## src/rtl/sxc_pkg.sv

```systemverilog
package sxc_pkg;

    typedef enum logic {
        XK_GET = 1'b0,
        XK_PUT = 1'b1
    } xfer_kind_e;

    // The selected port can take part in the transfer right now
    function automatic logic sxc_ready(input xfer_kind_e kind,
                                       input logic has_word,
                                       input logic is_full);
        return (kind == XK_PUT) ? !is_full : has_word;
    endfunction

endpackage

```

## src/rtl/sxc_port_mux.sv

```systemverilog
module sxc_port_mux #(
    parameter int NPORT = 16,
    parameter int DW    = 32,
    localparam int IW   = $clog2(NPORT)
) (
    input  logic [NPORT*DW-1:0] s_data,
    input  logic [NPORT-1:0]    s_ctrl,
    input  logic [NPORT-1:0]    s_exists,
    input  logic [NPORT-1:0]    m_full,
    input  logic [IW-1:0]       idx,
    output logic [DW-1:0]       sel_data,
    output logic                sel_ctrl,
    output logic                sel_exists,
    output logic                sel_full
);
    always_comb begin
        sel_data   = s_data[idx*DW +: DW];
        sel_ctrl   = s_ctrl[idx];
        sel_exists = s_exists[idx];
        sel_full   = m_full[idx];
    end
endmodule

```

## src/rtl/sxc_onehot.sv

```systemverilog
module sxc_onehot #(
    parameter int N   = 16,
    localparam int IW = $clog2(N)
) (
    input  logic [IW-1:0] idx,
    input  logic          en,
    output logic [N-1:0]  vec
);
    for (genvar g = 0; g < N; g++) begin : g_bit
        assign vec[g] = en && (idx == IW'(g));
    end
endmodule

```

## src/rtl/stream_xfer_ctrl.sv

```systemverilog
module stream_xfer_ctrl #(
    parameter int NPORT = 16,
    parameter int DW    = 32,
    localparam int IW   = $clog2(NPORT)
) (
    input  logic                clk,
    input  logic                rst_n,
    input  logic                op_valid,
    input  logic                op_put,
    input  logic                op_nonblock,
    input  logic                op_ctrl,
    input  logic                op_test,
    input  logic                op_dynamic,
    input  logic [IW-1:0]       op_idx,
    input  logic [DW-1:0]       rb_val,
    input  logic [DW-1:0]       wr_data,
    input  logic [NPORT*DW-1:0] s_data,
    input  logic [NPORT-1:0]    s_ctrl,
    input  logic [NPORT-1:0]    s_exists,
    output logic [NPORT-1:0]    s_read,
    input  logic [NPORT-1:0]    m_full,
    output logic [NPORT-1:0]    m_write,
    output logic [DW-1:0]       m_data,
    output logic                m_ctrl,
    output logic                stall,
    output logic                done,
    output logic [DW-1:0]       rd_data,
    output logic                carry_we,
    output logic                carry,
    output logic                err_set
);
    import sxc_pkg::*;

    typedef struct packed {
        logic          done;
        logic [DW-1:0] rdata;
        logic          carry_we;
        logic          carry;
        logic          err_set;
    } res_t;

    res_t res_d, res_q;

    logic [IW-1:0] sel_idx;
    logic [DW-1:0] sel_data;
    logic          sel_ctrl, sel_exists, sel_full;
    logic          ready, finish, move;
    logic          pop_en, push_en;
    xfer_kind_e    kind;
    logic          unused_rb;

    assign unused_rb = ^rb_val[DW-1:IW];
    assign kind      = op_put ? XK_PUT : XK_GET;
    assign sel_idx   = op_dynamic ? rb_val[IW-1:0] : op_idx;

    sxc_port_mux #(.NPORT(NPORT), .DW(DW)) mux_i (
        .s_data    (s_data),
        .s_ctrl    (s_ctrl),
        .s_exists  (s_exists),
        .m_full    (m_full),
        .idx       (sel_idx),
        .sel_data  (sel_data),
        .sel_ctrl  (sel_ctrl),
        .sel_exists(sel_exists),
        .sel_full  (sel_full)
    );

    always_comb begin
        ready   = sxc_ready(kind, sel_exists, sel_full);
        finish  = op_valid && (op_nonblock || ready);
        move    = finish && ready && !op_test;
        pop_en  = move && (kind == XK_GET);
        push_en = move && (kind == XK_PUT);
        stall   = op_valid && !op_nonblock && !ready;

        res_d          = '0;
        res_d.done     = finish;
        res_d.carry_we = finish && op_nonblock;
        if (finish && op_nonblock) begin
            res_d.carry = (kind == XK_PUT) ? sel_full : !sel_exists;
        end
        if (finish && (kind == XK_GET) && sel_exists) begin
            res_d.rdata   = sel_data;
            res_d.err_set = (sel_ctrl != op_ctrl);
        end
    end

    sxc_onehot #(.N(NPORT)) rd_dec_i (
        .idx(sel_idx),
        .en (pop_en),
        .vec(s_read)
    );

    sxc_onehot #(.N(NPORT)) wr_dec_i (
        .idx(sel_idx),
        .en (push_en),
        .vec(m_write)
    );

    always_ff @(posedge clk) begin
        if (!rst_n) begin
            res_q <= '0;
        end else begin
            res_q <= res_d;
        end
    end

    assign m_data   = wr_data;
    assign m_ctrl   = op_ctrl;
    assign done     = res_q.done;
    assign rd_data  = res_q.rdata;
    assign carry_we = res_q.carry_we;
    assign carry    = res_q.carry;
    assign err_set  = res_q.err_set;

endmodule

```

## config.mk

```make
export PLATFORM = sky130hd
export DESIGN_NAME = stream_xfer_ctrl
export DESIGN_NICKNAME = d
export VERILOG_FILES = /design/src/rtl/sxc_pkg.sv /design/src/rtl/sxc_port_mux.sv /design/src/rtl/sxc_onehot.sv /design/src/rtl/stream_xfer_ctrl.sv
export SDC_FILE = /design/constraint.sdc
export NUM_CORES = 1
export LEC_CHECK = 0
export BUFFER_PORTS_ARGS = -buffer_cell sky130_fd_sc_hd__buf_2
export CORE_AREA = 2 2 285 287
export DETAILED_ROUTE_END_ITERATION = 10
export DIE_AREA = 0 0 287 289
export GPL_TIMING_DRIVEN = 0
export RECOVER_POWER = 25
export SYNTH_ARGS = -nofsm -noshare
export SYNTH_HDL_FRONTEND = slang
export SYNTH_SLANG_ARGS = --single-unit
```

## constraint.sdc

```tcl
create_clock -name clk -period 3.2 [get_ports clk]
set_clock_uncertainty 0.05 [all_clocks]
set_input_delay 0.64 -clock clk [delete_from_list [all_inputs] [get_ports clk]]
set_output_delay 0.64 -clock clk [all_outputs]
set_load 0.01 [all_outputs]
```

==> out/results.tsv, run 1 <==
stage	metric	value	unit
outcome	status	complete, but fails checks	
outcome	failing checks	negative setup slack	
synth	Gate Count Post-Synth	647	
worst_setup_path	Bufs and invs on worst path	2	
routing	First-pass DRT Iterations	5	
timing	fmax	301	MHz
power	maximum VDD drop	180	µV
finish	Nets	1984	
routing	First DRT Iteration DRCs	575	
power	Leak Pwr	4.79	nW
timing	Slew Limit Headroom	6.91	%
timing	Tmin final	3320	ps
placement	Cell Area, Placed	10400	µm²
synth	Post-synth ARST share	0	%
synth	Synth Flop Type	dfxtp_1	
die	num ports	738	
clocking	Sinks on Clock Net	36	
worst_hold_path	Hold WC Path Type	input port to register	
worst_setup_path	WS Path Type	input port to output port	
synth	synth unique cells	57	
global_route	GRT overflow	0	
global_route	largest net degree at the start of global routing	12	
placement	GP Congestion	0.821	
die	die height	289	µm
worst_setup_path	slowest CP cell	mux4_2	
synth	FF+latch count, synth	36	
clocking	# H-tree levels	2	
timing	setup ws final	-118	ps
flow_run	max cap viols	0	
timing	Tcrit/Tclk final	104	%
worst_setup_path	Data arrival, critical path	2630	ps
clocking	root buffer selected by CTS	clkbuf_16	
worst_setup_path	WP data required	2510	ps
timing	final max-slew violation count	0	
clocking	CTS tree	yes	
die	Die Wd	287	µm
worst_setup_path	family with the most delay on the worst path	simple AND/OR/NAND/NOR gates	
synth	largest cells by area after synthesis	mux4_2 26%, a22oi_1 17%, a21oi_1 15%	
global_route	first-pass GRT wire length	87400	µm
power	Seq pwr share	16.8	%
routing	Routed Antenna Nets	0	
finish	design area	11100	µm²
finish	Area Overhead vs Synth	98.0	%
clocking	CTS max path bufs	2	
timing	Final Hold Vio Count	0	
power	P_int	1.54	mW
synth	largest area contributor in the synthesized netlist	mux4_2	
global_route	GR Util All Layers	16.2	%
synth	post-synth top area share	26.5	%
synth	mapped cell area	5620	µm²
synth	Synthesized Nets	1283	
timing	RSZ-0062 raised after global routing	yes	
placement	IO Port Bufs	676	
finish	non-filler cells, final	2429	
synth	syn avg cell area	8.68	µm²
timing	final setup fails	16	
timing	setup TNS	-985	ps
power	Clk network pwr share	25.8	%
clocking	Worst-path clk slew	80	ps
worst_setup_path	Startpoint Class	input port	
power	Net Sw Frac	43.6	%
routing	routed vias/inst	3.90	
finish	layout cells sized above 1	64.4	%
routing	DR DRC count	0	
global_route	antenna violations before repair	63	
power	Logic pwr share	57.4	%
power	power per cell area	246	nW/µm²
synth	Ys Warns	0	
global_route	vias in the first global route	9354	
die	core area	79900	µm²
die	Initial Util	7.03	%
clocking	CTS Buf Count	5	
die	Die ar.	82900	µm²
routing	Post-Route WL	70400	µm
routing	DR WL/cell	29.0	µm
worst_setup_path	crit path max fanout	5	
placement	Post-DP HPWL	59200	µm
worst_setup_path	cells along the critical path	buf_2 > mux2i_4 > mux4_2 > nor2_1 > and4bb_4 > or3b_4 > nor2_4 > buf_6	
placement	placed instance count	2385	
synth	Seq/Total Area, Yosys	12.8	%
synth	Post-synth EDFFs	0	
worst_setup_path	nature of the critical path endpoint	output port	
routing	vias	9464	
die	FP Rows	104	
power	Psw	1.19	mW
timing	worst-margin pin slew	1400	ps
worst_setup_path	Worst path max stage delay	580	ps
stage by stage:
stage	setup slack (ps)	hold slack [ps]	power [mW]	util, %
after global routing	-176	550	2.90	13.9
final	-118	544	2.73	13.9
after global placement	-1860	867	1.95	12.9
after detailed placement	-1670	875	1.97	13.0
after CTS	-121	518	2.81	13.8
after floorplan	54.7	723	1.11	-
routing by layer:
layer | wire length (µm) | track usage [%] | vias to the layer above
met5 | 257 | 0 | -
met4 | 2910 | 7.19 | 38
met3 | 5480 | 4.80 | 157
met2 | 31000 | 24.8 | 693
met1 | 30800 | 20.9 | 4518
li1 | - | - | 4058
worst paths after layout:
check | to | slack (ps) | from | cells after the start
hold / removal | done | 540 | rst_n | 2
setup / recovery | m_write[3] | -120 | rb_val[0] | 8
timing repair:
action                     CTS  global route
pin swaps                    7             5
setup buffers               12             3
resized for setup           88            21
cloned                       3             0
hold buffers                 0             0
setup endpoints to repair   66            36
registers in the layout, indices dropped and copies added (netlist names):
register,flops
err_set,1
rd_data,32
carry,1
done,1
carry_we,1
area by class of cell:
| type | instances | area, µm² |
|---|---|---|
| diodes | 20 | 50.0 |
| plain buffers | 104 | 708 |
| clock buffers | 6 | 129 |
| clock inverters | 2 | 35.0 |
| fillers | 9265 | 68800 |
| inverters | 5 | 18.8 |
| multi-input cells | 500 | 4540 |
| flip-flops and latches | 36 | 721 |
| well taps | 1060 | 1330 |
| repair buffers | 696 | 3580 |
power by group through the flow:
stage,Clock [mW],Combinational [mW],Sequential (mW)
after global placement,0,1.48,0.471
after detailed placement,0,1.50,0.471
after CTS,0.766,1.58,0.460
after global routing,0.757,1.69,0.461
after floorplan,0,0.634,0.477
final,0.706,1.57,0.461
cells in the final DEF, fill, tap and decap left out, types with 7 or more instances in the layout:
| master | netlist | final |
|---|---|---|
| buf_2 | 21 | 658 |
| a21oi_1 | 167 | 166 |
| a22oi_1 | 130 | 129 |
| mux4_2 | 66 | 66 |
| buf_4 | 38 | 61 |
| clkbuf_1 | 34 | 48 |
| dfxtp_1 | 36 | 36 |
| diode_2 | 0 | 20 |
| nor2_1 | 19 | 14 |
| nor3_1 | 17 | 13 |
| buf_6 | 2 | 10 |
| clkbuf_2 | 1 | 7 |
| nand2_1 | 8 | 7 |
logic make-up after synthesis:
group | Yosys count | synth area share [%]
flops | 36 | 12.8
xor+xnor | 1 | 0.156
mux | 69 | 27.1
compound gates | 347 | 40.1
buf+inv | 111 | 10.7
simple gates | 83 | 9.09
cell usage after synthesis (3+ instances only):
| library cell | number |
|---|---|
| a21oi_1 | 167 |
| a22oi_1 | 130 |
| mux4_2 | 66 |
| buf_4 | 38 |
| dfxtp_1 | 36 |
| clkbuf_1 | 34 |
| buf_2 | 21 |
| nor2_1 | 19 |
| nor3_1 | 17 |
| buf_1 | 10 |
| nand2_1 | 8 |
| nand2b_1 | 7 |
| a21o_1 | 6 |
| nand4bb_1 | 6 |
| inv_1 | 5 |
| nand3_1 | 5 |
| nor2b_1 | 5 |
| a21boi_0 | 4 |
| o21ba_2 | 4 |
| o31ai_1 | 4 |
| o41ai_1 | 4 |
| nand3b_1 | 3 |
| o21bai_1 | 3 |
| o31a_1 | 3 |
Note: power is estimated with default switching activity, not from simulation.
==> run 2: changes to the inputs <==
- CELL_PAD_IN_SITES_DETAIL_PLACEMENT: not set -> 1
- CELL_PAD_IN_SITES_GLOBAL_PLACEMENT: not set -> 2
- CORE_AREA: 2 2 285 287 -> 2 2 289 291
- CTS_CLUSTER_SIZE: not set -> 28
- DIE_AREA: 0 0 287 289 -> 0 0 291 293
- PLACE_DENSITY_LB_ADDON: not set -> 0.1
==> run 2 against run 1 <==
  * The flow still finishes with violations (negative setup slack)
  * Sequential share of layout area down 0.066 points
  * Critical path depth up 1
  * Worst hold slack better by 11 ps
  * Fmax down 1.2%
==> out/results.tsv, run 2 (synthesis gave the netlist of run 1 again) <==
stage	metric	value	unit
finish	Fill cells	9855	
timing	Tcrit/Tclk final	105	%
die	num ports	738	
routing	Routed Antenna Nets	0	
routing	DR WL/cell	26.3	µm
power	maximum VDD drop	169	µV
timing	Tmin final	3360	ps
clocking	CTS Buf Count	5	
worst_setup_path	Data arrival, critical path	2670	ps
worst_setup_path	WP data required	2510	ps
timing	Slew Limit Headroom	30.6	%
routing	vias	8791	
finish	commonest non-fill, non-tap cell in the layout	buf_2	
placement	Cell Area, Placed	10400	µm²
clocking	CTS max path bufs	2	
flow_run	max cap viols	0	
finish	Area Overhead vs Synth	100	%
timing	final setup fails	33	
die	core area	81800	µm²
die	die height	293	µm
worst_setup_path	most used cell, CP	nor2_1	
finish	most frequent cells in the layout	655 x buf_2, 166 x a21oi_1, 129 x a22oi_1	
timing	final max-slew violation count	0	
global_route	largest net degree at the start of global routing	12	
global_route	met2 Use GR	27.8	%
power	Leak Pwr	4.85	nW
worst_hold_path	hold_sp	op_ctrl	
worst_setup_path	slowest CP cell	mux4_2	
worst_setup_path	crit path max fanout	5	
clocking	Worst-path clk slew	70	ps
worst_setup_path	Bufs and invs on worst path	3	
finish	design area	11200	µm²
placement	GP Congestion	0.762	
worst_setup_path	WS Path Type	input port to output port	
placement	Post-DP HPWL	54200	µm
timing	fmax	298	MHz
global_route	GRT overflow	0	
die	Initial Util	6.86	%
die	Die ar.	85300	µm²
finish	Nets	1988	
die	FP Rows	105	
finish	final core utilization	13.7	%
global_route	GR Layer Usage met1	15.9	%
worst_setup_path	nature of the critical path endpoint	output port	
routing	First DRT Iteration DRCs	347	
clocking	Sinks on Clock Net	36	
placement	IO Port Bufs	676	
global_route	antenna violations before repair	15	
clocking	CTS tree	yes	
power	power per cell area	239	nW/µm²
global_route	GR Util All Layers	14.3	%
worst_setup_path	crit path launch	op_dynamic	
timing	Final Hold Vio Count	0	
global_route	GR met3 Demand/Resource	3.53	%
worst_setup_path	Startpoint Class	input port	
outcome	status	complete, but fails checks	
worst_setup_path	family with the most delay on the worst path	simple AND/OR/NAND/NOR gates	
global_route	first-pass GRT wire length	84000	µm
clocking	root buffer selected by CTS	clkbuf_16	
global_route	GR peak layer	met2	
die	Die Wd	291	µm
timing	worst-margin pin slew	1040	ps
worst_hold_path	Hold WC Path Type	input port to register	
routing	DR DRC count	0	
worst_setup_path	Worst path max stage delay	520	ps
global_route	vias in the first global route	10100	
finish	max FFs per register	32	
routing	First-pass DRT Iterations	4	
clocking	# H-tree levels	2	
routing	routed vias/inst	3.62	
timing	RSZ-0062 raised after global routing	yes	
timing	setup ws final	-158	ps
worst_setup_path	cells along the critical path	buf_12 > mux2i_4 > buf_6 > mux4_2 > nor2_1 > and4bb_4 > or3b_4 > nor2_1 > buf_2	
clocking	hold_buf cts	0	
timing	setup TNS	-2380	ps
finish	layout cells sized above 1	65.3	%
routing	Post-Route WL	63900	µm
outcome	failing checks	negative setup slack	
[run 2: changes by cell type in the layout (fill, tap and decap cells not counted), moves of 3 or more]
cell,change
nor3_1,-13
diode_2,-12
nor3_2,+10
buf_2,-3
buf_6,-3
clkbuf_1,+3
nor3_4,+3
[run 2: metrics by stage]
step | setup WS (ps) | cells | hold WS, ps | power, mW
2_1_floorplan | 54.7 | 647 | 723 | 1.11
3_3_place_gp | -1420 | 2393 | 886 | 1.93
3_5_place_dp | -1420 | 2395 | 896 | 1.94
4_1_cts | -181 | 2417 | 531 | 2.78
5_1_grt | -236 | 2427 | 571 | 2.90
6_report | -158 | 2431 | 554 | 2.68
[run 2: worst min-delay path: cells and delay by family]
family,cells,cell delay [ps]
buffers and inverters,1,100
AND/OR/NAND/NOR,1,80
XOR/XNOR,1,70
[run 2: area by class of cell]
cell class | instances | area (µm²) | share of cell area [%]
diodes | 8 | 20.0 | 0.178
plain buffers | 105 | 716 | 6.37
clock buffers | 7 | 153 | 1.36
clock inverters | 1 | 30.0 | 0.267
inverters | 5 | 18.8 | 0.167
multi-input cells | 500 | 4600 | 41.0
flip-flops and latches | 36 | 721 | 6.42
well taps | 1070 | 1340 | 11.9
repair buffers | 699 | 3630 | 32.3
[run 2: final timing paths]
path | to | depth (start not counted)
min | err_set | 3
max | m_write[2] | 9
[run 2: repair_timing]
action / in CTS / in global routing
resized for setup: 74 / 49
buffers inserted: 14 / 6
setup endpoints to repair: 68 / 38
gates cloned: 1 / 0
pin swaps: 8 / 9
[run 2: metal layers]
| metal | vias up | part of all wire [%] |
|---|---|---|
| met4 | 16 | 0.80 |
| met3 | 32 | 6.1 |
| met5 | - | 0.14 |
| li1 | 4049 | - |
| met2 | 375 | 55 |
| met1 | 4319 | 38 |
[run 2: power breakdown]
| group | switching (mW) | internal [mW] | leakage [nW] |
|---|---|---|---|
| Clock | 0.288 | 0.414 | 0.0902 |
| Combinational | 0.799 | 0.719 | 4.47 |
| Sequential | 0.00311 | 0.458 | 0.291 |
| Total | 1.09 | 1.59 | 4.85 |
